File: src/rtl/memtype_pkg.sv
package memtype_pkg;
   localparam logic [7:0] MT_UC = 8'd0;
   localparam logic [7:0] MT_WT = 8'd4;
   localparam logic [7:0] MT_WB = 8'd6;

   // Legacy window 0xA0000..0xBFFFF is 128 KB aligned block number 5
   localparam int unsigned LEGACY_BLK   = 5;
   localparam int unsigned LEGACY_SHIFT = 17;
   localparam int unsigned SLICE_SHIFT  = 14;
   localparam int unsigned SLICE_CNT    = 8;
   localparam int unsigned FIELD_W      = 8;
   localparam int unsigned PAGE_LSB     = 12;
   localparam int unsigned VALID_BIT    = 11;

   typedef enum logic [1:0] {
      SEL_VAR  = 2'd0,
      SEL_FIX  = 2'd1,
      SEL_DEF  = 2'd2,
      SEL_NONE = 2'd3
   } wr_target_e;

   function automatic logic [7:0] mt_norm(input logic [7:0] code);
      if (code == MT_WT || code == MT_WB) return code;
      return MT_UC;
   endfunction
endpackage

File: src/rtl/mtr_regfile.sv
module mtr_regfile
   import memtype_pkg::*;
#(
   parameter int unsigned NUM_VAR = 8,
   parameter int unsigned IDX_W   = 4,
   parameter int unsigned REG_W   = 64
) (
   input  logic                              clk,
   input  logic                              rst,
   input  logic                              wr_en,
   input  logic [1:0]                        wr_sel,
   input  logic [IDX_W-1:0]                  wr_idx,
   input  logic [REG_W-1:0]                  wr_data,
   output logic [REG_W-1:0]                  fixed_q,
   output logic [FIELD_W-1:0]                def_q,
   output logic [NUM_VAR-1:0][REG_W-1:0]     base_q,
   output logic [NUM_VAR-1:0][REG_W-1:0]     mask_q
);
   localparam int unsigned PAIR_W = IDX_W - 1;

   if ((2 ** PAIR_W) < NUM_VAR) begin : g_bad_idx
      $error("mtr_regfile: IDX_W too narrow for NUM_VAR");
   end
   if (REG_W < SLICE_CNT * FIELD_W) begin : g_bad_reg
      $error("mtr_regfile: REG_W cannot hold the fixed slices");
   end

   wire            var_wr = wr_en && (wr_sel == SEL_VAR);
   wire [PAIR_W-1:0] pair = wr_idx[IDX_W-1:1];

   always_ff @(posedge clk) begin
      if (rst) begin
         fixed_q <= '0;
         def_q   <= '0;
      end else if (wr_en) begin
         if (wr_sel == SEL_FIX) fixed_q <= wr_data;
         if (wr_sel == SEL_DEF) def_q   <= wr_data[FIELD_W-1:0];
      end
   end

   for (genvar p = 0; p < NUM_VAR; p++) begin : g_pair
      wire hit_p = var_wr && (pair == PAIR_W'(p));
      always_ff @(posedge clk) begin
         if (rst) begin
            base_q[p] <= '0;
            mask_q[p] <= '0;
         end else if (hit_p) begin
            if (wr_idx[0]) mask_q[p] <= wr_data;
            else           base_q[p] <= wr_data;
         end
      end
   end

   // the spare target leaves stored state untouched
   p_sel_none_r8: assert property (@(posedge clk) disable iff (rst)
      (wr_en && wr_sel == SEL_NONE) |=> ($stable(fixed_q) && $stable(def_q)
                                         && $stable(base_q) && $stable(mask_q)));
   p_no_strobe_r8: assert property (@(posedge clk) disable iff (rst)
      (!wr_en) |=> ($stable(fixed_q) && $stable(def_q)
                    && $stable(base_q) && $stable(mask_q)));
endmodule

File: src/rtl/mtr_var_match.sv
module mtr_var_match
   import memtype_pkg::*;
#(
   parameter int unsigned PA_W  = 36,
   parameter int unsigned REG_W = 64
) (
   input  logic               clk,
   input  logic               rst,
   input  logic [PA_W-1:0]    addr,
   input  logic [REG_W-1:0]   base,
   input  logic [REG_W-1:0]   mask,
   output logic               hit,
   output logic [7:0]         mtype
);
   localparam int unsigned FLD_W = PA_W - PAGE_LSB;

   logic [FLD_W-1:0] a_f, b_f, m_f;
   logic             valid;

   always_comb begin
      a_f   = addr[PA_W-1:PAGE_LSB];
      b_f   = base[PA_W-1:PAGE_LSB];
      m_f   = mask[PA_W-1:PAGE_LSB];
      valid = mask[VALID_BIT];
      hit   = valid && (((a_f ^ b_f) & m_f) == '0);
      mtype = mt_norm(base[FIELD_W-1:0]);
   end

   // a pair whose valid bit is clear never claims an address
   p_invalid_quiet_r4: assert property (@(posedge clk) disable iff (rst)
      (!mask[VALID_BIT]) |-> !hit);
endmodule

File: src/rtl/mtr_resolve.sv
module mtr_resolve
   import memtype_pkg::*;
#(
   parameter int unsigned NUM_VAR = 8
) (
   input  logic                        clk,
   input  logic                        rst,
   input  logic                        legacy,
   input  logic [7:0]                  fixed_type,
   input  logic [NUM_VAR-1:0]          hit,
   input  logic [NUM_VAR-1:0][7:0]     vtype,
   input  logic [7:0]                  def_type,
   output logic [7:0]                  res
);
   logic [NUM_VAR-1:0] uc_v, wt_v, wb_v;

   for (genvar p = 0; p < NUM_VAR; p++) begin : g_cls
      assign uc_v[p] = hit[p] && (vtype[p] == MT_UC);
      assign wt_v[p] = hit[p] && (vtype[p] == MT_WT);
      assign wb_v[p] = hit[p] && (vtype[p] == MT_WB);
   end

   always_comb begin
      if (legacy)        res = fixed_type;
      else if (|uc_v)    res = MT_UC;
      else if (|wt_v)    res = MT_WT;
      else if (|wb_v)    res = MT_WB;
      else               res = mt_norm(def_type);
   end

   // any uncacheable hit outside the window forces uncacheable
   p_uc_dominates_r5: assert property (@(posedge clk) disable iff (rst)
      (!legacy && (|hit) && (|uc_v)) |-> (res == MT_UC));
   // with no claim at all the default register decides
   p_default_path_r6: assert property (@(posedge clk) disable iff (rst)
      (!legacy && hit == '0) |-> (res == mt_norm(def_type)));
endmodule

File: src/rtl/memtype_lookup.sv
module memtype_lookup
   import memtype_pkg::*;
#(
   parameter int unsigned PA_W       = 36,
   parameter int unsigned NUM_VAR    = 8,
   parameter int unsigned IDX_W      = 4,
   parameter int unsigned REG_W      = 64,
   parameter bit          LOOKUP_REG = 1'b1
) (
   input  logic               clk,
   input  logic               rst,
   input  logic               wr_en,
   input  logic [1:0]         wr_sel,
   input  logic [IDX_W-1:0]   wr_idx,
   input  logic [REG_W-1:0]   wr_data,
   input  logic [PA_W-1:0]    lk_addr,
   output logic [7:0]         lk_type
);
   localparam int unsigned HI_W = PA_W - LEGACY_SHIFT;

   if (PA_W <= LEGACY_SHIFT + 2 || PA_W > REG_W - 1) begin : g_bad_pa
      $error("memtype_lookup: PA_W out of range");
   end

   logic [REG_W-1:0]              fixed_q;
   logic [FIELD_W-1:0]            def_q;
   logic [NUM_VAR-1:0][REG_W-1:0] base_q, mask_q;
   logic [NUM_VAR-1:0]            hit;
   logic [NUM_VAR-1:0][7:0]       vtype;
   logic                          legacy;
   logic [2:0]                    slice;
   logic [7:0]                    fixed_type;
   logic [7:0]                    res;

   mtr_regfile #(.NUM_VAR(NUM_VAR), .IDX_W(IDX_W), .REG_W(REG_W)) u_regs (
      .clk(clk), .rst(rst), .wr_en(wr_en), .wr_sel(wr_sel), .wr_idx(wr_idx),
      .wr_data(wr_data), .fixed_q(fixed_q), .def_q(def_q),
      .base_q(base_q), .mask_q(mask_q)
   );

   for (genvar p = 0; p < NUM_VAR; p++) begin : g_cmp
      mtr_var_match #(.PA_W(PA_W), .REG_W(REG_W)) u_cmp (
         .clk(clk), .rst(rst), .addr(lk_addr), .base(base_q[p]),
         .mask(mask_q[p]), .hit(hit[p]), .mtype(vtype[p])
      );
   end

   always_comb begin
      legacy     = (lk_addr[PA_W-1:LEGACY_SHIFT] == HI_W'(LEGACY_BLK));
      slice      = lk_addr[LEGACY_SHIFT-1:SLICE_SHIFT];
      fixed_type = mt_norm(fixed_q[slice*FIELD_W +: FIELD_W]);
   end

   mtr_resolve #(.NUM_VAR(NUM_VAR)) u_res (
      .clk(clk), .rst(rst), .legacy(legacy), .fixed_type(fixed_type),
      .hit(hit), .vtype(vtype), .def_type(def_q), .res(res)
   );

   if (LOOKUP_REG) begin : g_reg
      always_ff @(posedge clk) begin
         if (rst) lk_type <= MT_UC;
         else     lk_type <= res;
      end
   end else begin : g_comb
      assign lk_type = res;
   end

   // only the three legal codes leave the block
   p_legal_code_r7: assert property (@(posedge clk) disable iff (rst)
      (lk_type == MT_UC) || (lk_type == MT_WT) || (lk_type == MT_WB));
endmodule

File: config.mk
export PLATFORM = sky130hd
export DESIGN_NAME = memtype_lookup
export DESIGN_NICKNAME = d
export VERILOG_FILES = /design/src/rtl/memtype_pkg.sv /design/src/rtl/mtr_regfile.sv /design/src/rtl/mtr_var_match.sv /design/src/rtl/mtr_resolve.sv /design/src/rtl/memtype_lookup.sv
export SDC_FILE = /design/constraint.sdc
export NUM_CORES = 1
export LEC_CHECK = 0
export BUFFER_PORTS_ARGS = -buffer_cell sky130_fd_sc_hd__buf_2
export CAP_MARGIN = 10
export CORE_MARGIN = 5
export CORE_UTILIZATION = 60
export DETAILED_ROUTE_END_ITERATION = 8
export PLACE_DENSITY_LB_ADDON = 0.1
export SYNTH_ARGS = -nofsm -noshare
export SYNTH_HDL_FRONTEND = slang
export SYNTH_HIERARCHICAL = 1
export SYNTH_SLANG_ARGS = --single-unit
File: constraint.sdc
create_clock -name clk -period 6.57 [get_ports clk]
set_input_delay 0 -clock clk [delete_from_list [all_inputs] [get_ports clk]]
set_output_delay 0 -clock clk [all_outputs]
set_load 0.02 [all_outputs]
Word level (Yosys, flattened, before mapping)
Index checks and enable logic that the tools add are counted.

word-level totals
  latch bits = 0
  memories = 0
  flip-flop bits (word level) = 656
  ROM bits = 0
  memory bits (writable) = 0
  output and inout port bits = 8
  word-level logic and storage cells = 211
  input port bits = 109

operators by class
  shift operators = 1
  multiply operators = 0
  equal/unequal tests = 46
  div/mod/pow operators = 0
  $lt $le $gt $ge = 0
  bitwise operators = 17
  multiplexer cells = 38
  reductions and logical operators = 90
  add/subtract/negate cells = 0

operator list
  kind                                                  number
  equality test 8 x 3 -> 1 bit, second input constant   36
  bitwise AND 24 bit                                    8
  zero test 24 bit                                      8
  2-to-1 mux 8 bit                                      24
  bitwise XOR 24 bit                                    8
  zero test 8 bit                                       8
  indexed part select 64 x 7 -> 8 bit                   1
  logical AND 1 bit                                     41
  AND reduction 2 bit                                   18
  OR reduction 8 bit                                    3
  equality test 19 x 3 -> 1 bit, second input constant  1
  2-to-1 mux 1 bit                                      14
  equality test 3 bit, second input constant            4
  logical OR 1 bit                                      10
  equality test 3 x 2 -> 1 bit, second input constant   2
  equality test 3 x 1 -> 1 bit, second input constant   1
  zero test 3 bit                                       1
  equality test 2 x 1 -> 1 bit, second input constant   1
  equality test 2 bit, second input constant            1
  zero test 2 bit                                       1
  inverter 1 bit                                        1

Longest topological paths before layout
  word-level depth = 16
  depth in mapped cells = 12

Modules after synthesis
The synthesis kept the hierarchy.

by module, submodules not included
  module          instances  sequential area each (sq um)  area each (sq um)  cells an instance
  mtr_regfile     1          21,941.0                      41,701.2           3,826
  mtr_var_match   8          0.0                           404.1              50
  memtype_lookup  1          160.2                         729.4              85
  mtr_resolve     1          0.0                           471.7              74

Worst setup path after synthesis
No wires, ideal clock.

  kind = reg2reg
  start = register u_regs/base_q[32] (netlist name)
  end = register lk_type[1]
  path buffers = 0
  arrival = 2,323 ps
  cell stages (with the launch flop) = 13
  library setup time = 114 ps
  period minus slack after synthesis = 2,437 ps
  slack = 4,133 ps
  cells stage by stage = dfxtp_1 > xor2_1 > a22o_1 > a221oi_1 > nand3_1 > nor3_1 > or4b_4 > nor4_4 > a21oi_1 > o21ai_2 > nor4_1 > a32o_1 > nor2b_1

between the ends
  word-level cells in the longest chain between the ends = 10

ends and longest elaborated chain
  what                              RTL line              text
  start: declaration                mtr_regfile.sv:16     output logic [NUM_VAR-1:0][REG_W-1:0] base_q,
  start signal: indexed assignment  mtr_regfile.sv:49     else base_q[p] <= wr_data;
  bitwise XOR 24 bit *              mtr_var_match.sv:25   hit = valid && (((a_f ^ b_f) & m_f) == '0);
  bitwise AND 24 bit *              mtr_var_match.sv:25
  zero test 24 bit *                mtr_var_match.sv:25
  logical AND 1 bit *               mtr_var_match.sv:25
  net hit[0]                        memtype_lookup.sv:28  logic [NUM_VAR-1:0] hit;
  logical AND 1 bit                 mtr_resolve.sv:20     assign wb_v[p] = hit[p] && (vtype[p] == MT_WB);
  OR reduction 8 bit                mtr_resolve.sv:27     else if (|wb_v) res = MT_WB;
  2-to-1 mux 8 bit                  mtr_resolve.sv:27
  2-to-1 mux 8 bit                  mtr_resolve.sv:26     else if (|wt_v) res = MT_WT;
  2-to-1 mux 8 bit *                mtr_resolve.sv:25     else if (|uc_v) res = MT_UC;
  2-to-1 mux 8 bit *                mtr_resolve.sv:24     if (legacy) res = fixed_type;
  net res[1]                        memtype_lookup.sv:33  logic [7:0] res;
  end signal: assignment            memtype_lookup.sv:62  else lk_type <= res;
  end: declaration                  memtype_lookup.sv:17  output logic [7:0] lk_type

Mark *: on every way through the listed nets, which the timed path passes. The rest lies on a longest branch.
A chain may end at the register's enable or synchronous reset.

Worst setup path in the final report
  start = register u_regs/base_q[270] (netlist name)
  end = register lk_type[1]

The elaborated chain is that of the path after synthesis.

==> results.tsv <==
stage	metric	value	unit
worst_setup_path	critPathArrivalTime	3910	ps
detailed_routing	drt-initial-drc-count	1153	
clocking	cts_made_buffers	54	
clocking	insertion_delay	600	ps
detailed_routing	vias	17100	
worst_setup_path	worstPathMaxFanout	3	
detailed_routing	wire_per_inst	20.26	um
sta	maxSlewHeadroom	20.51	%
sta	worst_slew_pin_slew	1189	ps
placement	port_buffers	104	
floorplan	boundaryPins	117	
sta	min_period	3462	ps
worst_setup_path	critPathCaptureType	register	
cells_and_area	num-fill-cells	3205	
cells_and_area	nNetsFinal	2613	
global_route	grt_pass1_vias	17320	
placement	placed_area	24880	sq um
detailed_routing	drt_wl_total	62.43	mm
worst_setup_path	rr_startpoint	u_regs/base_q[270]$_SDFFE_PP0P_	
global_route	grt_max_degree	234	
sta	final-max-slew-violation-count	0	
cells_and_area	seq_area	10730	sq um
sta	setup_viol	0	
sta	timing.final.crit_share	52.69	%
floorplan	placeableCoreArea	40830	sq um
synthesis	synth_area	24780	sq um
worst_setup_path	cp-startpoint	u_regs/base_q[270]$_SDFFE_PP0P_	
clocking	cts_tree	done	
clocking	clkTransAtPathRegs	60	ps
synthesis	synthesis.instances	2516	
worst_setup_path	worstReg2RegEnd	lk_type[1]$_SDFF_PP0_	
synthesis	ys_warn_count	6	
clocking	hold_buffers	66	
clocking	cts_resized	0	
global_route	grt_use_total	26.96	%
global_route	grt-ovfl-total	0	
floorplan	fp.dieW	213.2	um
pwr	powerDensity	248.4	nW/um^2
worst_setup_path	required	7020	ps
floorplan	num_rows	74	
clocking	htree_levels	2	
worst_setup_path	crit_path_start_kind	register	
cells_and_area	fin_area	27350	sq um
floorplan	initial_utilization	60.70	%
placement	place.gp.congestion	0.8561	
sta	tns	0	ps
cells_and_area	layout-drive-gt1-share	9.819	%
global_route	grt_first_pass_wirelength	96.52	mm
detailed_routing	viasPerCell	5.551	
status	status	completed	
pwr	p_leak	13.18	nW
clocking	clock-sinks	536	
worst_hold_path	min-delay-start	rst	
sta	clock_skew	20.61	ps
worst_hold_path	hold_path_class	input port to register	
sta	rsz0062_at_grt	false	
worst_setup_path	critPathKind	register to register	
worst_setup_path	reg2reg_depth	11	
synthesis	avgSynthCellArea	9.850	sq um
clocking	cts_root_buf	clkbuf_16	
detailed_routing	drc	0	
global_route	antenna_found_initial	4	
cells_and_area	multi_input_area	12780	sq um
placement	dp_hpwl	39.14	mm
floorplan	die_h	213.2	um
clocking	postCtsSetupBuffers	0	
cells_and_area	syn2layout_area_growth	10.34	%
run	drv_cap	0	
detailed_routing	dr.pass1.iters	5	
worst_hold_path	whs_path_depth	3	
worst_hold_path	hold_end	u_regs/base_q[262]$_SDFFE_PP0P_	
sta	hold_viol_final	0	
sta	fmax	288.9	MHz
worst_setup_path	reg2reg_slack	3110	ps
detailed_routing	ant_nets	0	
floorplan	die_area	45470	sq um
clocking	clock_path_buffers	3	
pwr	ir_drop	0.0002108	V
-- critical path: stages, from the launching register on --
cell and delay [ps]:
dfxtp_1 320, xor2_1 160, a22o_1 250, a221oi_1 560
nand4_1 330, nor3_1 340, nor4b_1 590, nand2_1 110
o22ai_1 190, nor4_1 100, a32o_1 240, nor2b_1 120
-- worst max-delay path by stage --
| stage | to | slack [ps] | cells after the start |
|---|---|---|---|
| after floorplan | lk_type[1]$_SDFF_PP0_ | 4130 | 12 |
| final | lk_type[1]$_SDFF_PP0_ | 3110 | 11 |
| after detailed placement | lk_type[1]$_SDFF_PP0_ | 3210 | 12 |
| after CTS | lk_type[1]$_SDFF_PP0_ | 3270 | 11 |
| after global placement | lk_type[1]$_SDFF_PP0_ | 3250 | 12 |
| after global routing | lk_type[1]$_SDFF_PP0_ | 3010 | 11 |
-- registers in the layout (all words and copies together) (netlist names) --
signal / cells
u_regs/base_q: 256
u_regs/mask_q: 200
u_regs/fixed_q: 64
lk_type: 8
u_regs/def_q: 8
-- per-stage QoR --
step	cells	setup slack [ps]	hold WS [ps]	power, mW	utilization (%)
after global routing	3079	3014	85.43	7.022	66.96
after detailed placement	2914	3209	249.7	3.741	60.94
after floorplan	2561	4133	71.61	3.628	-
final	3081	3108	40.60	6.792	66.98
after CTS	3078	3267	28.32	6.841	66.96
after global placement	2914	3249	243.6	3.735	60.94
-- routing by layer --
| metal | routed length [um] | up-vias | part of all wire, % | global-route usage [%] |
|---|---|---|---|---|
| met5 | 28 | - | 0.045 | 0 |
| met4 | 1739 | 6 | 2.8 | 8.048 |
| li1 | - | 8273 | - | - |
| met2 | 28780 | 379 | 46 | 43.55 |
| met3 | 3131 | 109 | 5.0 | 4.761 |
| met1 | 28760 | 8336 | 46 | 37.27 |
-- final cells by class --
cell class	count	share of cell area, %
Multi-Input combinational cell	1715	46.72
Sequential cell	536	39.24
Clock buffer	79	5.875
Timing Repair Buffer	188	4.895
Tap cell	532	2.434
Clock inverter	19	0.6909
Inverter	9	0.1235
Antenna cell	3	0.02745
-- layout by cell type, fill, tap and decap left out, types with 14 or more instances in the layout --
master,n
clkbuf_16,55
buf_4,17
dfxtp_1,536
clkinv_2,14
a221oi_1,16
nor3_1,31
and2_1,14
nand2_1,144
nand2b_1,491
nor2_1,22
buf_2,103
a21oi_1,66
nand4_1,25
a22oi_1,48
xor2_1,192
dlygate4sd3_1,66
clkbuf_8,14
a22o_1,17
mux2i_1,465
conb_1,54
nand3_1,18
-- power by group --
| group | switching [mW] | internal (mW) | leakage, nW |
|---|---|---|---|
| Sequential | 0.0140 | 3.28 | 4.32 |
| Clock | 1.27 | 1.81 | 0.902 |
| Combinational | 0.254 | 0.164 | 7.96 |
| Total | 1.54 | 5.25 | 13.2 |
No activity file was read; power rests on OpenSTA's default activity.
